--- config.mk ---
export PLATFORM = sky130hd
export DESIGN_NAME = mem_pattern_tester
export DESIGN_NICKNAME = d
export VERILOG_FILES = /design/src/rtl/mpt_pkg.sv /design/src/rtl/mpt_interval_timer.sv /design/src/rtl/mpt_pattern_gen.sv /design/src/rtl/mpt_fail_capture.sv /design/src/rtl/mem_pattern_tester.sv
export SDC_FILE = /design/constraint.sdc
export NUM_CORES = 1
export LEC_CHECK = 0
export BUFFER_PORTS_ARGS = -buffer_cell sky130_fd_sc_hd__buf_4
export CORE_ASPECT_RATIO = 1.4
export CORE_MARGIN = 2
export CORE_UTILIZATION = 40
export DETAILED_ROUTE_END_ITERATION = 16
export GPL_ROUTABILITY_DRIVEN = 1
export SYNTH_ARGS = -nofsm -noshare
export SYNTH_HDL_FRONTEND = slang
export SYNTH_SLANG_ARGS = --single-unit
--- constraint.sdc ---
create_clock -name clk -period 2.8 [get_ports clk]
set_input_delay 0.28 -clock clk [delete_from_list [all_inputs] [get_ports clk]]
set_output_delay 0.28 -clock clk [all_outputs]
set_load 0.03 [all_outputs]
--- src/rtl/mpt_pkg.sv ---
package mpt_pkg;

    typedef enum logic [2:0] {
        ST_IDLE,
        ST_WR_SETUP,
        ST_WR_STROBE,
        ST_WR_RECOVER,
        ST_RD_ACCESS,
        ST_DONE
    } mpt_state_e;

    localparam int unsigned PAT_W = 2;
    localparam logic [PAT_W-1:0] PAT_LAST = 2'd3;

endpackage

--- src/rtl/mpt_interval_timer.sv ---
module mpt_interval_timer #(
    parameter int unsigned CNT_W = 2
) (
    input  logic             clk,
    input  logic             rst_n,
    input  logic             load,
    input  logic [CNT_W-1:0] load_val,
    output logic             last
);
    logic [CNT_W-1:0] cnt_q;

    always_ff @(posedge clk or negedge rst_n) begin
        if (!rst_n) begin
            cnt_q <= '0;
        end else if (load) begin
            cnt_q <= load_val;
        end else if (cnt_q != '0) begin
            cnt_q <= cnt_q - 1'b1;
        end
    end

    assign last = (cnt_q == '0);
endmodule

--- src/rtl/mpt_pattern_gen.sv ---
module mpt_pattern_gen #(
    parameter int unsigned AW = 4,
    parameter int unsigned DW = 8
) (
    input  logic [1:0]    pat_sel,
    input  logic [AW-1:0] addr,
    output logic [DW-1:0] data
);
    logic [DW-1:0] alt_word;
    logic [DW-1:0] addr_word;

    for (genvar i = 0; i < DW; i++) begin : g_bit
        assign alt_word[i] = ((i % 2) == 0);
        if (i < AW) begin : g_addr
            assign addr_word[i] = addr[i];
        end else begin : g_zero
            assign addr_word[i] = 1'b0;
        end
    end

    always_comb begin
        unique case (pat_sel)
            2'd0:    data = '0;
            2'd1:    data = '1;
            2'd2:    data = alt_word;
            default: data = addr_word;
        endcase
    end
endmodule

--- src/rtl/mpt_fail_capture.sv ---
module mpt_fail_capture #(
    parameter int unsigned AW = 4,
    parameter int unsigned DW = 8
) (
    input  logic          clk,
    input  logic          rst_n,
    input  logic          clear,
    input  logic          check,
    input  logic [AW-1:0] addr,
    input  logic [DW-1:0] rdata,
    input  logic [DW-1:0] expected,
    output logic          fail,
    output logic [AW-1:0] fail_addr,
    output logic [DW-1:0] fail_data
);
    logic mismatch;
    assign mismatch = check && (rdata != expected);

    always_ff @(posedge clk or negedge rst_n) begin
        if (!rst_n) begin
            fail      <= 1'b0;
            fail_addr <= '0;
            fail_data <= '0;
        end else if (clear) begin
            fail      <= 1'b0;
            fail_addr <= '0;
            fail_data <= '0;
        end else if (mismatch && !fail) begin
            fail      <= 1'b1;
            fail_addr <= addr;
            fail_data <= rdata;
        end
    end
endmodule

--- src/rtl/mem_pattern_tester.sv ---
module mem_pattern_tester
    import mpt_pkg::*;
#(
    parameter int unsigned AW         = 4,
    parameter int unsigned DW         = 8,
    parameter int unsigned SETUP_CYC  = 2,
    parameter int unsigned PULSE_CYC  = 2,
    parameter int unsigned RECOV_CYC  = 1,
    parameter int unsigned ACCESS_CYC = 2
) (
    input  logic          clk,
    input  logic          rst_n,
    input  logic          start,
    output logic [AW-1:0] mem_addr,
    output logic [DW-1:0] mem_wdata,
    output logic          mem_we_n,
    input  logic [DW-1:0] mem_rdata,
    output logic          busy,
    output logic          done,
    output logic          fail,
    output logic [AW-1:0] fail_addr,
    output logic [DW-1:0] fail_data
);
    localparam int unsigned MAX_A  = (SETUP_CYC > PULSE_CYC) ? SETUP_CYC : PULSE_CYC;
    localparam int unsigned MAX_B  = (RECOV_CYC > ACCESS_CYC) ? RECOV_CYC : ACCESS_CYC;
    localparam int unsigned MAX_IV = (MAX_A > MAX_B) ? MAX_A : MAX_B;
    localparam int unsigned CNT_W  = (MAX_IV > 1) ? $clog2(MAX_IV) : 1;

    localparam logic [CNT_W-1:0] LD_SETUP  = CNT_W'(SETUP_CYC - 1);
    localparam logic [CNT_W-1:0] LD_PULSE  = CNT_W'(PULSE_CYC - 1);
    localparam logic [CNT_W-1:0] LD_RECOV  = CNT_W'(RECOV_CYC - 1);
    localparam logic [CNT_W-1:0] LD_ACCESS = CNT_W'(ACCESS_CYC - 1);
    localparam logic [AW-1:0]    ADDR_TOP  = '1;

    mpt_state_e        state_q, state_d;
    logic [AW-1:0]     addr_q, addr_d;
    logic [PAT_W-1:0]  pat_q, pat_d;
    logic              tmr_load, tmr_last, cmp_en, run_clear;
    logic [CNT_W-1:0]  tmr_val;
    logic [DW-1:0]     exp_word;
    logic              we_n_q, busy_q, done_q;

    mpt_interval_timer #(.CNT_W(CNT_W)) timer_i (
        .clk      (clk),
        .rst_n    (rst_n),
        .load     (tmr_load),
        .load_val (tmr_val),
        .last     (tmr_last)
    );

    mpt_pattern_gen #(.AW(AW), .DW(DW)) patgen_i (
        .pat_sel (pat_q),
        .addr    (addr_q),
        .data    (exp_word)
    );

    mpt_fail_capture #(.AW(AW), .DW(DW)) capture_i (
        .clk       (clk),
        .rst_n     (rst_n),
        .clear     (run_clear),
        .check     (cmp_en),
        .addr      (addr_q),
        .rdata     (mem_rdata),
        .expected  (exp_word),
        .fail      (fail),
        .fail_addr (fail_addr),
        .fail_data (fail_data)
    );

    // State register
    always_ff @(posedge clk or negedge rst_n) begin
        if (!rst_n) begin
            state_q <= ST_IDLE;
            addr_q  <= '0;
            pat_q   <= '0;
        end else begin
            state_q <= state_d;
            addr_q  <= addr_d;
            pat_q   <= pat_d;
        end
    end

    // Next-state and sequencing decisions
    always_comb begin
        state_d   = state_q;
        addr_d    = addr_q;
        pat_d     = pat_q;
        tmr_load  = 1'b0;
        tmr_val   = '0;
        cmp_en    = 1'b0;
        run_clear = 1'b0;
        unique case (state_q)
            ST_IDLE: begin
                if (start) begin
                    state_d   = ST_WR_SETUP;
                    addr_d    = '0;
                    pat_d     = '0;
                    tmr_load  = 1'b1;
                    tmr_val   = LD_SETUP;
                    run_clear = 1'b1;
                end
            end
            ST_WR_SETUP: begin
                if (tmr_last) begin
                    state_d  = ST_WR_STROBE;
                    tmr_load = 1'b1;
                    tmr_val  = LD_PULSE;
                end
            end
            ST_WR_STROBE: begin
                if (tmr_last) begin
                    state_d  = ST_WR_RECOVER;
                    tmr_load = 1'b1;
                    tmr_val  = LD_RECOV;
                end
            end
            ST_WR_RECOVER: begin
                if (tmr_last) begin
                    tmr_load = 1'b1;
                    if (addr_q == ADDR_TOP) begin
                        state_d = ST_RD_ACCESS;
                        addr_d  = '0;
                        tmr_val = LD_ACCESS;
                    end else begin
                        state_d = ST_WR_SETUP;
                        addr_d  = addr_q + 1'b1;
                        tmr_val = LD_SETUP;
                    end
                end
            end
            ST_RD_ACCESS: begin
                if (tmr_last) begin
                    cmp_en = 1'b1;
                    if (addr_q != ADDR_TOP) begin
                        addr_d   = addr_q + 1'b1;
                        tmr_load = 1'b1;
                        tmr_val  = LD_ACCESS;
                    end else if (pat_q != PAT_LAST) begin
                        state_d  = ST_WR_SETUP;
                        addr_d   = '0;
                        pat_d    = pat_q + 1'b1;
                        tmr_load = 1'b1;
                        tmr_val  = LD_SETUP;
                    end else begin
                        state_d  = ST_DONE;
                        addr_d   = '0;
                    end
                end
            end
            ST_DONE: begin
                state_d = ST_IDLE;
            end
            default: begin
                state_d = ST_IDLE;
            end
        endcase
    end

    // Registered outputs, decoded from the next state so they align with it
    always_ff @(posedge clk or negedge rst_n) begin
        if (!rst_n) begin
            we_n_q <= 1'b1;
            busy_q <= 1'b0;
            done_q <= 1'b0;
        end else begin
            we_n_q <= (state_d != ST_WR_STROBE);
            busy_q <= (state_d != ST_IDLE) && (state_d != ST_DONE);
            done_q <= (state_d == ST_DONE);
        end
    end

    assign mem_addr  = addr_q;
    assign mem_wdata = exp_word;
    assign mem_we_n  = we_n_q;
    assign busy      = busy_q;
    assign done      = done_q;
endmodule

After elaboration in Yosys (flattened, before gate mapping)
Cells that the tools add are included.
- register bits: 26
- eq/ne operators: 18
- add/sub/neg operators: 3
- muxes and demuxes: 38
- reduce and logical (&&, ||, !) cells: 14
- operators with widths (cell ; number):
    4-bit two-way mux ; 7
    3-bit two-way mux ; 8
    8-bit one-hot mux with 3 select lines ; 1
    8-bit two-way mux ; 2
    3-bit one-hot mux with 5 select lines ; 1
    2-bit != test, second input constant ; 6
    4-bit one-hot mux with 3 select lines ; 1
    1-bit two-way mux ; 11
    2-bit two-way mux ; 4
    8-bit != test ; 1
    3-bit by 2-bit equality test with 1-bit output, second input constant ; 2
    3-bit equality test, second input constant ; 2
    1-bit one-hot mux with 3 select lines ; 2
    3-bit nonzero test ; 2
    5-bit AND reduction ; 1
    4-bit by 1-bit adder with 4-bit output, second input constant ; 1
    4-bit equality test, second input constant ; 1
    4-bit != test, second input constant ; 1
    2-bit one-hot mux with 2 select lines ; 1
    4-bit AND reduction ; 1
    2-bit nonzero test ; 2
    3-bit by 1-bit equality test with 1-bit output, second input constant ; 1
    1-bit logical AND ; 3
    3-bit logical NOT ; 1
    10 further kinds ; 10

Logic depth before layout (Yosys ltp)
Gate-level depths: netlist of run 1.
- depth after elaboration: 7
- depth in mapped cells: 8

Modules after synthesis
Synthesis of run 1 repeated with hierarchy kept, for this count alone.
- cell total of the unflattened synthesis: 157
- area total of the unflattened synthesis: 1575.3 um^2
- by module, submodules not included (module ; cells each ; instances ; area an instance (um^2)):
    mem_pattern_tester ; 73 ; 1 ; 726.9
    mpt_fail_capture ; 66 ; 1 ; 726.9
    mpt_pattern_gen ; 15 ; 1 ; 86.3
    mpt_interval_timer ; 3 ; 1 ; 35.0

Least setup slack after synthesis of run 1
Ideal clock, no wire load.
- kind: reg-to-reg
- start: register pat_q[0]
- end: register capture_i.fail
- path slack: 612 ps
- buffers on the path: 2
- library setup time: 118 ps
- stages on the path, launching flop included: 9
- arrival time: 2070 ps
- path through: dfrtp_1 > ha_1 > buf_2 > nand2_1 > nand2_1 > a2111oi_2 > a31oi_4 > buf_12 > a21o_1
- cells in the longest elaborated chain, start to end: 6
- elaborated cells on any way between the ends: 8
- RTL lines (element ; RTL line ; source):
    start: declaration ; mem_pattern_tester.sv:37 ; logic [PAT_W-1:0] pat_q, pat_d;
    start signal: assignment ; mem_pattern_tester.sv:79 ; pat_q <= pat_d;
    2-bit equality test (tied with other cells) ; mpt_pattern_gen.sv:22 ; unique case (pat_sel)
    8-bit one-hot mux with 3 select lines (*) ; mpt_pattern_gen.sv:22 ;
    via mem_wdata[2] ; mem_pattern_tester.sv:15 ; output logic [DW-1:0] mem_wdata,
    8-bit != test (*) ; mpt_fail_capture.sv:17 ; assign mismatch = check && (rdata != expected);
    1-bit logical AND (*) ; mpt_fail_capture.sv:17 ;
    1-bit logical AND (*) ; mpt_fail_capture.sv:28 ; end else if (mismatch && !fail) begin
    2-bit nonzero test (no source line) (*) ; - ;
    end signal: assignment ; mpt_fail_capture.sv:21 ; fail <= 1'b0;
    end signal: assignment ; mpt_fail_capture.sv:25 ; fail <= 1'b0;
    end signal: assignment ; mpt_fail_capture.sv:29 ; fail <= 1'b1;
    end: declaration ; mpt_fail_capture.sv:12 ; output logic fail,
Mark *: on every way through the listed nets, which the timed path passes. The rest lies on a longest branch.
A chain may end at the register's enable or synchronous reset.

Worst setup path after layout of run 1
- start: register pat_q[0]
- end: register capture_i.fail
- cells in the longest elaborated chain, start to end: 6
- elaborated cells on any way between the ends: 8
- RTL lines (element ; RTL line):
    2-bit equality test (tied with other cells) ; mpt_pattern_gen.sv:22
    8-bit one-hot mux with 3 select lines (*) ; mpt_pattern_gen.sv:22
    8-bit != test (*) ; mpt_fail_capture.sv:17
    1-bit logical AND (*) ; mpt_fail_capture.sv:17
    1-bit logical AND (*) ; mpt_fail_capture.sv:28
    2-bit nonzero test (no source line) (*) ; -
Mark *: on every way between the ends. The rest lies on a longest branch, timed or not.

==> results by group, run 1 <==
Status
  – Status: complete, no violations

Setup path
  – Worst path bufs/invs: 0
  – Crit-path max cell delay: 0.46 ns
  – Crit path max-delay family: compound AO/OA/AOI/OAI gates
  – Crit-path cells: ha_1, or2_1, nand2_1, a2111oi_2, a31oi_4, a21o_1
  – Arr. time, crit path: roughly 2.4 ns
  – Worst Path Max Fanout: 13
  – Flop2flop setup slack: 0.55 ns
  – CP max stage cell: a2111oi_2
  – Startpoint Class: flop
  – Crit path required time: slightly below 3 ns
  – Critical path class: flop to flop
  – Crit path capture type: flop

Finish
  – Commonest non-fill, non-tap cells in the layout: buf_4, dfrtp_1, nand2_1, inv_1, mux2i_1
  – Cell area after layout: 1850 µm²
  – Area grow syn2layout: 22.6%
  – Fraction of layout cells with a size suffix above 1: between 20% and 30%
  – Most common cell after layout, fill and taps aside: buf_4
  – N_diodes: 0
  – Final net count: 209

Yosys
  – Avg Cell Area, Syn: 9.47 µm²
  – XOR/XNOR share of the synthesized area: 1.75%
  – Mapped Nets: roughly 170
  – Compound-cell area share of the yosys netlist: 15.2%
  – Async SR Flop Fraction: 100%
  – Mux cell area share after synthesis: 8.65%
  – Synth unique cells: 43
  – Main combinational cell family by area after synthesis: simple AND/OR/NAND/NOR gates
  – Top post-synthesis cells by area: dfrtp_1, mux2i_1, nand2_1, inv_1, ha_1
  – Yosys top cell area share: 41.6%
  – Synth Area in Adders: 3.33%
  – Number of cells produced by synthesis: 159
  – Seq cells post-synth: 26
  – Ys flop type: dfrtp_1
  – Area leader, netlist: dfrtp_1
  – Post-Syn Area: 1510 µm²
  – Synth warnings: 0
  – Seq/Total Area, Yosys: a little over two fifths
  – Post-synth EDFFs: 0
  – Simple-gate portion of the synthesized area: 19.4%

Power and ir drop
  – Sequential share of power: 52.7%
  – Logic pwr share: 15.5%
  – Pwr/cell area: approximately 410 nW/µm²
  – Peak supply drop: 0.231 mV
  – P_int: 0.565 mW
  – Switching Fraction: 26.1%
  – Clk network pwr share: a little under a third
  – Lkg Pwr: 0.899 nW
  – NetSw: 0.199 mW

STA
  – F_max: around 450 MHz
  – Ratio of final minimum period to clock period: 80.2%
  – Hold Vio Cnt, Final: 0
  – Post-route setup TNS: 0 ns
  – Worst slew pin tran: 0.597 ns
  – Worst Skew: 0.00265 ns
  – Slew margin rel.: 60.2%
  – Setup violators final: 0
  – Final Critical Period: 2.25 ns
  – RSZ-0062 raised after global routing: false
  – Slew Limit Fails: 0

Route
  – Post-Route WL: ~3600 µm
  – Highest metal used: met4
  – Final antenna-violating net count: 0
  – Routed wire length per instance: 15.4 µm
  – Met3 wire len: approximately 180 µm
  – DR iter-0 viols: 44
  – Routed vias/inst: 5.33
  – Router iterations before antenna repair: 4
  – DR vias: 1253
  – DRC viols: 0
  – Met2 Wirelength: 1910 µm
  – Routed length on met1: 1500 µm

Global route
  – Largest net degree at the start of global routing: 27
  – GRT overflow: 0
  – Number of antenna violations at the first check in global routing: 0
  – GRT Util Overall: 17.1%
  – First-pass GRT wire length: 5930 µm
  – Number of global-route vias before repair: 1259

Clocking
  – Post-CTS Setup Inserts: 0
  – H-tree lvl count: 1
  – Clock tree from TritonCTS: yes
  – Root buffer cell: clkbuf_8
  – Longest Clk Path Bufs: 2
  – CTS buffer count: 3
  – CTS clk-pin slew, worst paths: ~0.090 ns
  – CTS Sinks: 26
  – Skew-Pair Late Insertion Delay: 0.27 ns

Worst hold path
  – Hold Path Class: input pin to flop

Floorplanning
  – Die Y: about 77 µm
  – Core Footprint: 3640 µm²
  – Row Count: 26
  – Die X: 55.8 µm
  – Starting Density: between 40% and 50%
  – Die Area: 4280 µm²
  – IO Pins: 39

Flow run
  – MaxCap Viol Count: 0

Placement
  – GPL Wtd Cong: 0.835
  – Post-DP Area: between 1500 and 2000 µm²
  – PortBufs: 38
  – DP Wirelength: 2670 µm
-- kinds of logic (layout without fill, tap and decap cells) --
family,Yosys count,count (layout)
AO/OA/AOI/OAI,30,30
AND/OR/NAND/NOR,58,58
XOR/XNOR,3,3
adder cells (fa/ha/maj),4,4
flip-flops,26,26
multiplexers,13,13
buffers and inverters,25,59
-- registers in the layout (all words and copies together), names as in the netlist --
register / cells
busy: 1
capture_i.fail: 1
capture_i.fail_addr: 4
capture_i.fail_data: 8
done: 1
mem_addr: 4
mem_we_n: 1
pat_q: 2
state_q: 3
timer_i.cnt_q: 1
-- final timing paths --
| path | from | endpoint | cells after the start |
|---|---|---|---|
| max | pat_q[0] | capture_i.fail | 6 |
| min | mem_rdata[5] | capture_i.fail_data[5] | 3 |
| max reg2reg | pat_q[0] | capture_i.fail | 6 |
| min reg2reg | capture_i.fail_addr[2] | capture_i.fail_addr[2] | 2 |
| max in group asynchronous | rst_n | mem_we_n | 2 |
| min in group asynchronous | rst_n | capture_i.fail_data[4] | 2 |
-- worst register-to-register path, stage by stage, from the launching register on --
cell	delay (ns)
dfrtp_1	0.42
ha_1	0.40
or2_1	0.21
nand2_1	0.10
a2111oi_2	0.46
a31oi_4	0.30
a21o_1	0.25
-- power groups by stage --
stage                     Sequential [mW]  Combinational [mW]  Clock [mW]
after floorplan                     0.445              0.0267           0
after global placement              0.409               0.116           0
after detailed placement            0.411               0.119           0
after CTS                           0.403               0.120       0.250
after global routing                0.405               0.127       0.264
final                               0.403               0.119       0.243
-- layout make-up --
class	count	area [µm²]
Fill cell	335	1800
Multi-Input combinational cell	108	727
Sequential cell	26	652
Timing Repair Buffer	40	303
Inverter	15	56.3
Clock buffer	4	55.1
Tap cell	42	52.6
-- cell usage after synthesis (2+ instances only) --
cell type   n
and3_1      4
nand3_1     6
a21o_1      2
o21ai_0     7
or3_1       2
nor2_1      9
nand2b_1    2
nor2b_1     2
a22o_1      2
ha_1        4
nand3b_1    2
o41ai_1     2
mux2i_1    13
inv_1      15
dfrtp_1    25
clkbuf_1    5
nand2_1    23
xnor2_1     3
a21oi_1     6
buf_4       2
-- metrics by stage --
stage          power [mW]  hold WS (ns)  setup WS [ns]  cells  util (%)
6_report            0.765         0.260          0.555    235      50.7
5_1_grt             0.796         0.263          0.301    235      50.7
4_1_cts             0.773         0.259          0.536    235      50.7
3_5_place_dp        0.529         0.213          0.563    230      48.9
3_3_place_gp        0.525         0.206          0.642    230      48.9
2_1_floorplan       0.472       -0.0156          0.612    159         -
-- routing by layer --
metal / track usage [%] / vias to the layer above
met5: 0 / -
met3: 2.55 / 2
met4: 5.24 / 0
met2: 31.0 / 40
met1: 20.7 / 598
li1: - / 613
-- repair_timing --
action	CTS	global route
endpoints found under the hold margin	25	0
gates resized for setup	0	0
hold buffers	1	0
Power figures use the tool's default switching activity.
==> run 2, diff against run 1 <==
- PLACE_DENSITY: default -> 0.66
- clock period: 2.8 -> 1.9 ns (I/O delays scaled with it)
==> results by group, run 2 (synthesis results as in run 1) <==
Status
  – Status: finished with violations
  – Failing checks: setup timing

Clocking
  – CTS Sinks: 26
  – H-tree lvl count: 1
  – Skew-Pair Late Insertion Delay: between 0.2 and 0.3 ns
  – Clock tree from TritonCTS: yes
  – CTS buffer count: 3
  – CTS clk-pin slew, worst paths: 0.09 ns
  – Root buffer cell: clkbuf_8
  – Longest Clk Path Bufs: 2

STA
  – Post-route setup TNS: -0.262 ns
  – Final Critical Period: 1.95 ns
  – Setup violators final: 13
  – Hold slack final: 0.176 ns
  – F_max: 514 MHz
  – Worst slew pin tran: between 0.4 and 0.5 ns
  – Worst Skew: 0.00204 ns
  – PnR worst setup slack: -0.0463 ns
  – Hold Vio Cnt, Final: 0
  – Slew margin rel.: 72.7%
  – Ratio of final minimum period to clock period: 102%
  – RSZ-0062 raised after global routing: true
  – Slew Limit Fails: 0

Finish
  – FILL cells: 315
  – Fraction of layout cells with a size suffix above 1: 38.3%
  – Area grow syn2layout: 38.9%
  – Final core occ: 57.4%
  – Final net count: between 200 and 250
  – Commonest non-fill, non-tap cells in the layout: buf_4, dfrtp_1, nand2_1, mux2i_1, inv_1
  – Biggest register: capture_i.fail_data
  – Largest register FFs: 8
  – N_diodes: 0
  – Most common cell after layout, fill and taps aside: buf_4

Setup path
  – Startpoint Class: flop
  – Arr. time, crit path: approximately 2.1 ns
  – Critical path class: flop to flop
  – Worst Path Max Fanout: 13
  – Crit path capture type: flop
  – Crit path required time: 2.07 ns

Placement
  – Post-place setup slack: -0.193 ns
  – PortBufs: 38
  – GPL Wtd Cong: roughly 0.86
  – DP Wirelength: 2820 µm

Power and ir drop
  – Lkg Pwr: 0.992 nW
  – Pwr Total: 1.24 mW
  – Pwr/cell area: 591 nW/µm²
  – NetSw: between 0.3 and 0.4 mW
  – Logic pwr share: 14.7%
  – Peak supply drop: between 0.3 and 0.4 mV
  – Switching Fraction: around a quarter
  – Clk network pwr share: 37.3%
  – P_int: 0.933 mW
  – Sequential share of power: 48.0%

Route
  – Routed wire length per instance: 14.5 µm
  – Router iterations before antenna repair: 4
  – Final antenna-violating net count: 0
  – DRC viols: 0
  – DR iter-0 viols: 39
  – Post-Route WL: around 3600 µm
  – DR vias: between 1000 and 1500
  – Routed vias/inst: 5.28

Floorplanning
  – Starting Density: 41.3%
  – Die Area: around 4300 µm²
  – IO Pins: 39
  – Die Y: 76.6 µm
  – Die X: 55.8 µm
  – Core Footprint: 3640 µm²
  – Row Count: 26

Worst hold path
  – Hold Path Class: input pin to flop

Global route
  – Number of antenna violations at the first check in global routing: 0
  – Largest net degree at the start of global routing: 27
  – Number of global-route vias before repair: 1333
  – GRT Util Overall: between 15 and 20%
  – First-pass GRT wire length: 6170 µm
  – GRT overflow: 0

Flow run
  – MaxCap Viol Count: 0
==> run 2: through the flow <==
stage	cells	cell area (µm²)
detailed placement	245	1970
finish	251	2090
global route	251	2090
floorplan	159	1590
CTS	251	2080
global placement	245	1970
==> run 2: power by group through the flow <==
stage	registers [mW]	clock network (mW)	logic, mW
3_5_place_dp	0.604	0	0.181
3_3_place_gp	0.603	0	0.177
2_1_floorplan	0.656	0	0.0438
5_1_grt	0.597	0.494	0.195
4_1_cts	0.593	0.467	0.184
6_report	0.593	0.461	0.181
==> run 2: repair_timing <==
action	CTS	global route
hold buffers	1	0
endpoints found under the setup margin	13	18
hold endpoints to repair	25	0
pin swaps	1	0
setup buffers	1	0
gates resized for setup	1	5
==> run 2: worst paths after layout <==
path | start | end | slack [ns] | cells after the start
worst max-delay path | pat_q[0] | capture_i.fail | -0.05 | 8
worst min register to register | capture_i.fail_data[4] | capture_i.fail_data[4] | 0.53 | 2
min in group asynchronous | rst_n | capture_i.fail_data[7] | 0.35 | 2
max in group asynchronous | rst_n | mem_we_n | 1.25 | 2
worst max register to register | pat_q[0] | capture_i.fail | -0.05 | 8
worst min-delay path | mem_rdata[5] | capture_i.fail_data[5] | 0.18 | 3
==> run 2: critical path: stages, from the launching register on <==
cell and delay, ns:
dfrtp_2 0.44, ha_2 0.24, buf_4 0.14, nand2_4 0.05, a2111oi_2 0.36, a41o_1 0.19, a31oi_4 0.10, buf_12 0.17
a21o_1 0.15
==> run 2: cell type report <==
cell class | instances | area (µm²) | area share, %
Clock buffer | 3 | 41.3 | 1.97
Clock inverter | 1 | 30.0 | 1.44
Inverter | 15 | 56.3 | 2.69
Multi-Input combinational cell | 108 | 810 | 38.7
Sequential cell | 26 | 654 | 31.3
Tap cell | 42 | 52.6 | 2.51
Timing Repair Buffer | 56 | 447 | 21.4
==> run 2: layer usage <==
metal | vias to the layer above | wire length (µm) | track usage, %
met1 | 628 | 1470 | 21.3
li1 | 648 | - | -
met4 | 0 | 72 | 6.19
met5 | - | 0 | 0
met3 | 4 | 216 | 2.38
met2 | 46 | 1890 | 32.1
